## src/rtl/autoint_pkg.sv

```systemverilog
`timescale 1ns/1ps
package autoint_pkg;
    localparam int REG_W = 8;

    // register select codes
    localparam logic [1:0] ADDR_CTRL   = 2'd0;
    localparam logic [1:0] ADDR_RELOAD = 2'd1;
    localparam logic [1:0] ADDR_LINK   = 2'd2;
    localparam logic [1:0] ADDR_GEN2   = 2'd3;

    // control register fields
    localparam int CTL_OSC_ON  = 1;
    localparam int CTL_L3_ON   = 2;
    localparam int CTL_TMR_ON  = 3;
    localparam int CTL_PSEL_LO = 4;
    localparam int CTL_MASK    = 7;

    // second control register gate bits
    localparam int G2_LOCK = 2;
    localparam int G2_RUN  = 1;

    // link control disable bit and the enable/status pairs
    localparam int LNK_OFF   = 6;
    localparam int LNK_PAIRS = 4;

    typedef struct packed {
        logic [REG_W-1:0] ctrl;
        logic [REG_W-1:0] reload;
        logic [REG_W-1:0] link_ctl;
        logic [REG_W-1:0] gen2_ctl;
    } regs_t;

    function automatic int lnk_en_bit(input int i);
        case (i)
            0:       return 3;
            1:       return 2;
            2:       return 1;
            default: return 0;
        endcase
    endfunction

    function automatic int lnk_st_bit(input int i);
        case (i)
            0:       return 7;
            1:       return 3;
            2:       return 6;
            default: return 5;
        endcase
    endfunction
endpackage

```

## src/rtl/autoint_regs.sv

```systemverilog
`timescale 1ns/1ps
module autoint_regs
    import autoint_pkg::*;
(
    input  logic             clk,
    input  logic             rst_n,
    input  logic             wr_en,
    input  logic [1:0]       wr_addr,
    input  logic [REG_W-1:0] wr_data,
    output regs_t            regs
);
    regs_t regs_d, regs_q;

    always_comb begin
        regs_d = regs_q;
        if (wr_en) begin
            case (wr_addr)
                ADDR_CTRL:   regs_d.ctrl     = wr_data;
                ADDR_RELOAD: regs_d.reload   = wr_data;
                ADDR_LINK:   regs_d.link_ctl = wr_data;
                default:     regs_d.gen2_ctl = wr_data;
            endcase
        end
    end

    always_ff @(posedge clk or negedge rst_n) begin
        if (!rst_n) regs_q <= '0;
        else        regs_q <= regs_d;
    end

    assign regs = regs_q;
endmodule

```

## src/rtl/autoint_tick_base.sv

```systemverilog
`timescale 1ns/1ps
module autoint_tick_base #(
    parameter int CNT_W     = 16,
    parameter int L1_LOG    = 6,
    parameter int L3_LOG    = 14,
    parameter int KBD_LOG   = 7,
    parameter int FRAME_DIV = 192
) (
    input  logic             clk,
    input  logic             rst_n,
    input  logic             tick,
    input  logic             gen2,
    output logic [CNT_W-1:0] cnt_cur,
    output logic [CNT_W-1:0] cnt_next,
    output logic             hit_l1,
    output logic             hit_l3,
    output logic             kbd_strobe,
    output logic             frame_flag
);
    localparam int FD_W = $clog2(FRAME_DIV);
    localparam logic [CNT_W-1:0] L1_MASK  = CNT_W'((1 << L1_LOG) - 1);
    localparam logic [CNT_W-1:0] L3_MASK  = CNT_W'((1 << L3_LOG) - 1);
    localparam logic [CNT_W-1:0] KBD_MASK = CNT_W'((1 << KBD_LOG) - 1);
    localparam logic [FD_W-1:0]  FD_LAST  = FD_W'(FRAME_DIV - 1);

    typedef struct packed {
        logic [CNT_W-1:0] cnt;
        logic [FD_W-1:0]  fdiv;
        logic             kbd;
        logic             frame;
    } base_t;

    base_t st_d, st_q;

    always_comb begin
        cnt_next = st_q.cnt + CNT_W'(1);
        hit_l1   = tick && ((cnt_next & L1_MASK) == '0);
        hit_l3   = tick && ((cnt_next & L3_MASK) == '0);

        st_d     = st_q;
        st_d.kbd = tick && ((cnt_next & KBD_MASK) == '0);
        if (tick) begin
            st_d.cnt = cnt_next;
            // fdiv follows the tick count modulo FRAME_DIV
            if (st_q.fdiv == FD_LAST) begin
                st_d.fdiv = '0;
                if (gen2) st_d.frame = !st_q.frame;
            end else begin
                st_d.fdiv = st_q.fdiv + FD_W'(1);
            end
        end
    end

    always_ff @(posedge clk or negedge rst_n) begin
        if (!rst_n) st_q <= '0;
        else        st_q <= st_d;
    end

    assign cnt_cur    = st_q.cnt;
    assign kbd_strobe = st_q.kbd;
    assign frame_flag = st_q.frame;
endmodule

```

## src/rtl/autoint_prog_timer.sv

```systemverilog
`timescale 1ns/1ps
module autoint_prog_timer #(
    parameter int CNT_W = 16,
    parameter int TMR_W = 8,
    parameter int PS0   = 0,
    parameter int PS1   = 4,
    parameter int PS2   = 7,
    parameter int PS3   = 13
) (
    input  logic             clk,
    input  logic             rst_n,
    input  logic             tick,
    input  logic [CNT_W-1:0] cnt_next,
    input  logic [1:0]       psel,
    input  logic             osc_on,
    input  logic             tmr_on,
    input  logic [TMR_W-1:0] reload,
    output logic [TMR_W-1:0] value,
    output logic             zero_evt
);
    localparam logic [CNT_W-1:0] M0 = CNT_W'((1 << PS0) - 1);
    localparam logic [CNT_W-1:0] M1 = CNT_W'((1 << PS1) - 1);
    localparam logic [CNT_W-1:0] M2 = CNT_W'((1 << PS2) - 1);
    localparam logic [CNT_W-1:0] M3 = CNT_W'((1 << PS3) - 1);

    typedef struct packed {
        logic [TMR_W-1:0] val;
    } tmr_t;

    tmr_t st_d, st_q;
    logic [CNT_W-1:0] mask;
    logic             adv;

    always_comb begin
        case (psel)
            2'd0:    mask = M0;
            2'd1:    mask = M1;
            2'd2:    mask = M2;
            default: mask = M3;
        endcase

        adv  = tick && osc_on && tmr_on && ((cnt_next & mask) == '0);
        st_d = st_q;
        if (adv) begin
            if (st_q.val == '0) st_d.val = reload;
            else                st_d.val = st_q.val + TMR_W'(1);
        end
        zero_evt = adv && (st_d.val == '0);
    end

    always_ff @(posedge clk or negedge rst_n) begin
        if (!rst_n) st_q <= '0;
        else        st_q <= st_d;
    end

    assign value = st_q.val;
endmodule

```

## src/rtl/autoint_irq_gate.sv

```systemverilog
`timescale 1ns/1ps
module autoint_irq_gate
    import autoint_pkg::*;
(
    input  logic             clk,
    input  logic             rst_n,
    input  logic             tick,
    input  logic             gen2,
    input  logic             hit_l1,
    input  logic             hit_l3,
    input  logic             zero_evt,
    input  logic             osc_on,
    input  logic             l3_on,
    input  logic             mask_all,
    input  logic             g2_lock,
    input  logic             g2_run,
    input  logic [REG_W-1:0] link_ctl,
    input  logic [REG_W-1:0] link_stat,
    output logic             irq_l1,
    output logic             irq_l3,
    output logic             irq_l4,
    output logic             irq_l5
);
    typedef struct packed {
        logic l1;
        logic l3;
        logic l4;
        logic l5;
    } irq_t;

    irq_t st_d, st_q;
    logic blocked;
    logic [LNK_PAIRS-1:0] pair_hit;
    logic unused_lnk;

    assign unused_lnk = ^{link_ctl[7], link_ctl[5:4], link_stat[4], link_stat[2:0]};

    always_comb begin
        for (int i = 0; i < LNK_PAIRS; i++)
            pair_hit[i] = link_ctl[lnk_en_bit(i)] && link_stat[lnk_st_bit(i)];

        blocked = mask_all || (gen2 && g2_lock && !g2_run);

        st_d.l1 = hit_l1 && osc_on && !blocked;
        st_d.l3 = hit_l3 && osc_on && l3_on && !blocked;
        st_d.l5 = zero_evt && !blocked;
        st_d.l4 = tick && !link_ctl[LNK_OFF] && (|pair_hit);
    end

    always_ff @(posedge clk or negedge rst_n) begin
        if (!rst_n) st_q <= '0;
        else        st_q <= st_d;
    end

    assign irq_l1 = st_q.l1;
    assign irq_l3 = st_q.l3;
    assign irq_l4 = st_q.l4;
    assign irq_l5 = st_q.l5;
endmodule

```

## src/rtl/autoint_timer.sv

```systemverilog
`timescale 1ns/1ps
module autoint_timer
    import autoint_pkg::*;
#(
    parameter int CNT_W     = 16,
    parameter int L1_LOG    = 6,
    parameter int L3_LOG    = 14,
    parameter int KBD_LOG   = 7,
    parameter int FRAME_DIV = 192,
    parameter int PS0       = 0,
    parameter int PS1       = 4,
    parameter int PS2       = 7,
    parameter int PS3       = 13
) (
    input  logic       clk,
    input  logic       rst_n,
    input  logic       hw_gen2,
    input  logic       tick_in,
    input  logic       wr_en,
    input  logic [1:0] wr_addr,
    input  logic [7:0] wr_data,
    input  logic [7:0] link_status,
    output logic [7:0] timer_val,
    output logic       irq_l1,
    output logic       irq_l3,
    output logic       irq_l4,
    output logic       irq_l5,
    output logic       kbd_strobe,
    output logic       frame_flag
);
    regs_t            regs;
    logic [CNT_W-1:0] cnt_cur;
    logic [CNT_W-1:0] cnt_next;
    logic             hit_l1;
    logic             hit_l3;
    logic             zero_evt;
    logic             unused_bits;

    assign unused_bits = ^{regs.ctrl[6], regs.ctrl[0], regs.gen2_ctl[7:3], regs.gen2_ctl[0]};

    autoint_regs u_regs (
        .clk     (clk),
        .rst_n   (rst_n),
        .wr_en   (wr_en),
        .wr_addr (wr_addr),
        .wr_data (wr_data),
        .regs    (regs)
    );

    autoint_tick_base #(
        .CNT_W     (CNT_W),
        .L1_LOG    (L1_LOG),
        .L3_LOG    (L3_LOG),
        .KBD_LOG   (KBD_LOG),
        .FRAME_DIV (FRAME_DIV)
    ) u_base (
        .clk        (clk),
        .rst_n      (rst_n),
        .tick       (tick_in),
        .gen2       (hw_gen2),
        .cnt_cur    (cnt_cur),
        .cnt_next   (cnt_next),
        .hit_l1     (hit_l1),
        .hit_l3     (hit_l3),
        .kbd_strobe (kbd_strobe),
        .frame_flag (frame_flag)
    );

    autoint_prog_timer #(
        .CNT_W (CNT_W),
        .TMR_W (REG_W),
        .PS0   (PS0),
        .PS1   (PS1),
        .PS2   (PS2),
        .PS3   (PS3)
    ) u_tmr (
        .clk      (clk),
        .rst_n    (rst_n),
        .tick     (tick_in),
        .cnt_next (cnt_next),
        .psel     (regs.ctrl[CTL_PSEL_LO+1:CTL_PSEL_LO]),
        .osc_on   (regs.ctrl[CTL_OSC_ON]),
        .tmr_on   (regs.ctrl[CTL_TMR_ON]),
        .reload   (regs.reload),
        .value    (timer_val),
        .zero_evt (zero_evt)
    );

    autoint_irq_gate u_irq (
        .clk       (clk),
        .rst_n     (rst_n),
        .tick      (tick_in),
        .gen2      (hw_gen2),
        .hit_l1    (hit_l1),
        .hit_l3    (hit_l3),
        .zero_evt  (zero_evt),
        .osc_on    (regs.ctrl[CTL_OSC_ON]),
        .l3_on     (regs.ctrl[CTL_L3_ON]),
        .mask_all  (regs.ctrl[CTL_MASK]),
        .g2_lock   (regs.gen2_ctl[G2_LOCK]),
        .g2_run    (regs.gen2_ctl[G2_RUN]),
        .link_ctl  (regs.link_ctl),
        .link_stat (link_status),
        .irq_l1    (irq_l1),
        .irq_l3    (irq_l3),
        .irq_l4    (irq_l4),
        .irq_l5    (irq_l5)
    );
endmodule

```

## config.mk

```make
export PLATFORM = sky130hd
export DESIGN_NAME = autoint_timer
export DESIGN_NICKNAME = d
export VERILOG_FILES = /design/src/rtl/autoint_pkg.sv /design/src/rtl/autoint_regs.sv /design/src/rtl/autoint_tick_base.sv /design/src/rtl/autoint_prog_timer.sv /design/src/rtl/autoint_irq_gate.sv /design/src/rtl/autoint_timer.sv
export SDC_FILE = /design/constraint.sdc
export NUM_CORES = 1
export LEC_CHECK = 0
export BUFFER_PORTS_ARGS = -buffer_cell sky130_fd_sc_hd__buf_2
export CORE_UTILIZATION = 49
export CTS_BUF_LIST = sky130_fd_sc_hd__clkbuf_16
export DETAILED_ROUTE_END_ITERATION = 10
export GPL_TIMING_DRIVEN = 0
export PLACE_DENSITY = 0.8
export SYNTH_ARGS = -nofsm -noshare
export SYNTH_HDL_FRONTEND = slang
export SYNTH_HIERARCHICAL = 1
export SYNTH_SLANG_ARGS = --single-unit
```

## constraint.sdc

```tcl
create_clock -name clk -period 2.55 [get_ports clk]
set_input_delay 0.51 -clock clk [delete_from_list [all_inputs] [get_ports clk]]
set_output_delay 0.51 -clock clk [all_outputs]
set_load 0.005 [all_outputs]
```

# Yosys cells after proc, flatten, opt, wreduce, memory -nomap -nowiden
# Index checks and enable logic that the tools add are counted.
# classes
add_sub_neg	3
eq_ne	5
muxes	4
n_bitwise	2
reduce_logical	41
# ops
cell	n
16-bit logical NOT	4
13-bit one-hot mux with 3 select lines	1
8-bit two-way mux	3
1-bit logical AND	21
16-bit by 1-bit adder with 16-bit output (second input constant)	1
8-bit by 1-bit adder with 8-bit output (second input constant)	2
16-bit by 13-bit AND with 16-bit output	1
8-bit logical NOT	2
8-bit == test (second input constant)	1
2-bit AND reduction	4
2-bit by 1-bit == test with 1-bit output (second input constant)	2
2-bit == test (second input constant)	2
1-bit logical NOT	4
2-bit logical NOT	2
4-bit OR reduction	1
3-bit AND reduction	1
3-bit OR reduction	1
1-bit logical OR	1
1-bit NOT	1
# totals
ff_bits	64
inputBits	23
wordCells	68

# Depth between registers and ports, before layout
# depth
ltp_word	9
depth_mapped	12
mapped_depth_nobuf	11

# By module
# Netlist, hierarchy kept.
# by_module_without_submodules
mod	instances	cells_per_inst	area_each_um2	seq_area_each_um2
autoint_tick_base	1	179	1689.1	650.6
autoint_regs	1	68	1212.4	800.8
autoint_prog_timer	1	80	654.4	200.2
autoint_irq_gate	1	14	166.4	100.1

# Worst setup path after synthesis
# OpenSTA, ideal clock, no wires.
# synth_path
path_type	register -> register
from	register u_base.st_q (netlist bit u_base/cnt_cur[0])
to	register u_irq.st_q (netlist bit u_irq/irq_l5)
setup_ns	0.122
arrival_time_ns	2.615
required_time_ns	2.428
setup_slack_ns	-0.187
path_stages_with_launch	12
synth_period_minus_slack_ns	2.737
cell_sequence	dfrtp_1 ha_1 nand2_1 nor3_2 xor2_1 or4_1 o311ai_1 and3_1 buf_4 a21oi_1 o2111a_1 nor3b_2
# synth_lines
item	line	text
from (decl)	autoint_tick_base.sv:33	base_t st_d, st_q;
from (signal assigned)	autoint_tick_base.sv:56	else st_q <= st_d;
to (signal assigned)	autoint_irq_gate.sv:52	else st_q <= st_d;
to (decl)	autoint_irq_gate.sv:31	irq_t st_d, st_q;

==> run metrics <==
DP HPWL=4430 microns; Pleak=1.78 nW; first-pass GRT wire length=11,700 microns; Initial DRC Count=287; Syn Area/Cell=10.6 sq um; Max Fclk=0.375 GHz; area of the mapped netlist=3070 sq um; Core Box Area=5990 sq um; layout cell share with drive strength beyond 1=0.402; R2R depth=10; dpl cell area=3350 sq um; # DRC=0; RR Endpoint=u_irq/irq_l5$_DFF_PN0_; Max Root-Sink Buffers=2; Worst setup SP type=flop; number of nets still failing antenna checks after routing=0; r2r startpoint=u_base/cnt_cur[2]$_DFFE_PN0P_; Placement Rows=28; Fin Clk Skew=0.00239 ns; cell area after layout=3990 sq um; DP Cell Count=396; CP top delay family=simple AND/OR/NAND/NOR gates; worst-path fanout max=4; worst path bufs/invs=1; htree depth=3; Via Count=2,547; Fill cells=416; Initial Util=0.513; reg2reg setup slack=-0.11 ns; GPL Wtd Cong=0.873; worst path required time=2.76 ns; worst hold path type=in -> async; Synth Instances=289; RSZ-0062 raised after global routing=true; vias in the first global route=2,458; Syn Nets=316; post-layout min period=2.66 ns; IO Count=37; setup TNS=-0.167 ns; Pins Over Slew Limit=0; Die ar.=6590 sq um; clock slew at reported path FFs=0.05 ns; CP max stage cell=or4_4; PwrDens=1010 nW/um^2; max incr delay on CP=0.52 ns; post-layout util=0.665; Clock Sinks=57; max cap viols=0; Die Y=81.2 microns; Via density=5.82; critical path capture point type=flop; maximum vdd ir drop=0.619 mV; hold slack=0.241 ns; die width=81.2 microns; Tot Pwr=4.02 mW; GRT Util Overall=0.242; Area Overhead vs Synth=29.8%; Worst EP arrival=2.87 ns; Initial DRT Pass Iterations=4; status=complete, but fails checks; Post-Layout Cell Count=438; GRT overflow=0; kind of critical path=reg -> reg; drt wl/cell=16.5 microns; worst slew pin tran=0.860 ns; PortBufs=32; Final Cycle Share=1.04; CTS tree=done; TritonCTS buffer count=9; n_diodes=0; Post-layout nets=385; drt total wl=7250 microns; headroom to the max-slew limit=0.418; fin worst setup slack=-0.113 ns; largest net degree at the start of global routing=58; failing checks=setup timing; Fin. Hold Viols=0; CP Cell Sequence=buf_6 > nand3_4 > or3_4 > xnor2_1 > or4_4 > o311ai_4 > and3_4 > a21oi_2 > o2111a_1 > nor3b_2; # setup viols final=6; Placement Setup Slack=-0.344 ns; CTS root buf=clkbuf_16; initial antenna violation count=0; clock latency on the worst-skew pair=0.33 ns; Yosys warnings=6
[power by group]
part,switching (mW),internal [mW],leakage [nW]
registers,0.271,1.14,0.697
logic,0.702,0.720,0.945
clock network,0.429,0.762,0.139
total,1.40,2.62,1.78
[layout make-up]
class                      instances  area [sq um]  share of cell area
sequential                        57          1430               0.359
inverter                           6          22.5             0.00565
multi-input combinational        212          1660               0.416
timing repair buffer              59           377              0.0945
buffer                            13          97.6              0.0245
clock inverter                     7          78.8              0.0198
tap                               75          93.8              0.0235
clock buffer                       9           225              0.0565
[state kept, by name, indices dropped and copies added, names as in the netlist]
register,cells
u_base/st_q,8
u_irq/irq_l3,1
u_base/frame_flag,1
u_tmr/value,8
u_irq/irq_l4,1
u_base/cnt_cur,14
u_irq/irq_l1,1
u_regs/regs,21
u_irq/irq_l5,1
u_base/kbd_strobe,1
[metal layers]
layer / part of all wire / up-vias / global-route usage
met5: 0 / - / 0
met4: 0.024 / 0 / 0.102
met3: 0.050 / 14 / 0.0551
met2: 0.48 / 88 / 0.382
met1: 0.44 / 1258 / 0.317
li1: - / 1187 / -
[placed cells by master, fill, tap and decap left out, drive strengths merged, types with 2 or more instances in the layout]
cell	count
a21oi	18
and2	3
or3	3
clkinvlp	3
nand3b	3
nand3	16
nor2	15
inv	8
or2	2
nor4	5
mux2	23
clkbuf	17
a22oi	2
nand2	26
nor3	6
dfrtp	57
buf	64
xnor2	16
and3	9
o21ai	8
nor3b	2
xor2	13
mux2i	2
or4	7
ha	4
nand4	8
a2111oi	2
[worst reg2reg max path, stage by stage (launching register included)]
cell and delay (ns):
dfrtp_1 0.34, buf_6 0.11, nand3_4 0.08, or3_4 0.40, xnor2_1 0.14, or4_4 0.52, o311ai_4 0.23, and3_4 0.27
a21oi_2 0.07, o2111a_1 0.22, nor3b_2 0.15
[worst max-delay path by stage]
stage / start / end / slack (ns) / depth (start not counted)
after global routing: u_base/cnt_cur[1]$_DFFE_PN0P_ / u_irq/irq_l5$_DFF_PN0_ / -0.24 / 11
final: u_base/cnt_cur[2]$_DFFE_PN0P_ / u_irq/irq_l5$_DFF_PN0_ / -0.11 / 10
after global placement: u_base/cnt_cur[1]$_DFFE_PN0P_ / u_irq/irq_l5$_DFF_PN0_ / -0.30 / 12
after detailed placement: u_base/cnt_cur[1]$_DFFE_PN0P_ / u_irq/irq_l5$_DFF_PN0_ / -0.34 / 12
after CTS: u_base/cnt_cur[2]$_DFFE_PN0P_ / u_irq/irq_l5$_DFF_PN0_ / -0.19 / 11
after floorplan: u_base/cnt_cur[4]$_DFFE_PN0P_ / u_irq/irq_l5$_DFF_PN0_ / -0.07 / 11
[repair_timing]
item	in CTS	in global routing
hold buffers	0	0
setup buffers	23	5
endpoints found under the setup margin	9	9
gates resized for setup	20	17
pin swaps	10	8
(Power assumes the default switching activity.)
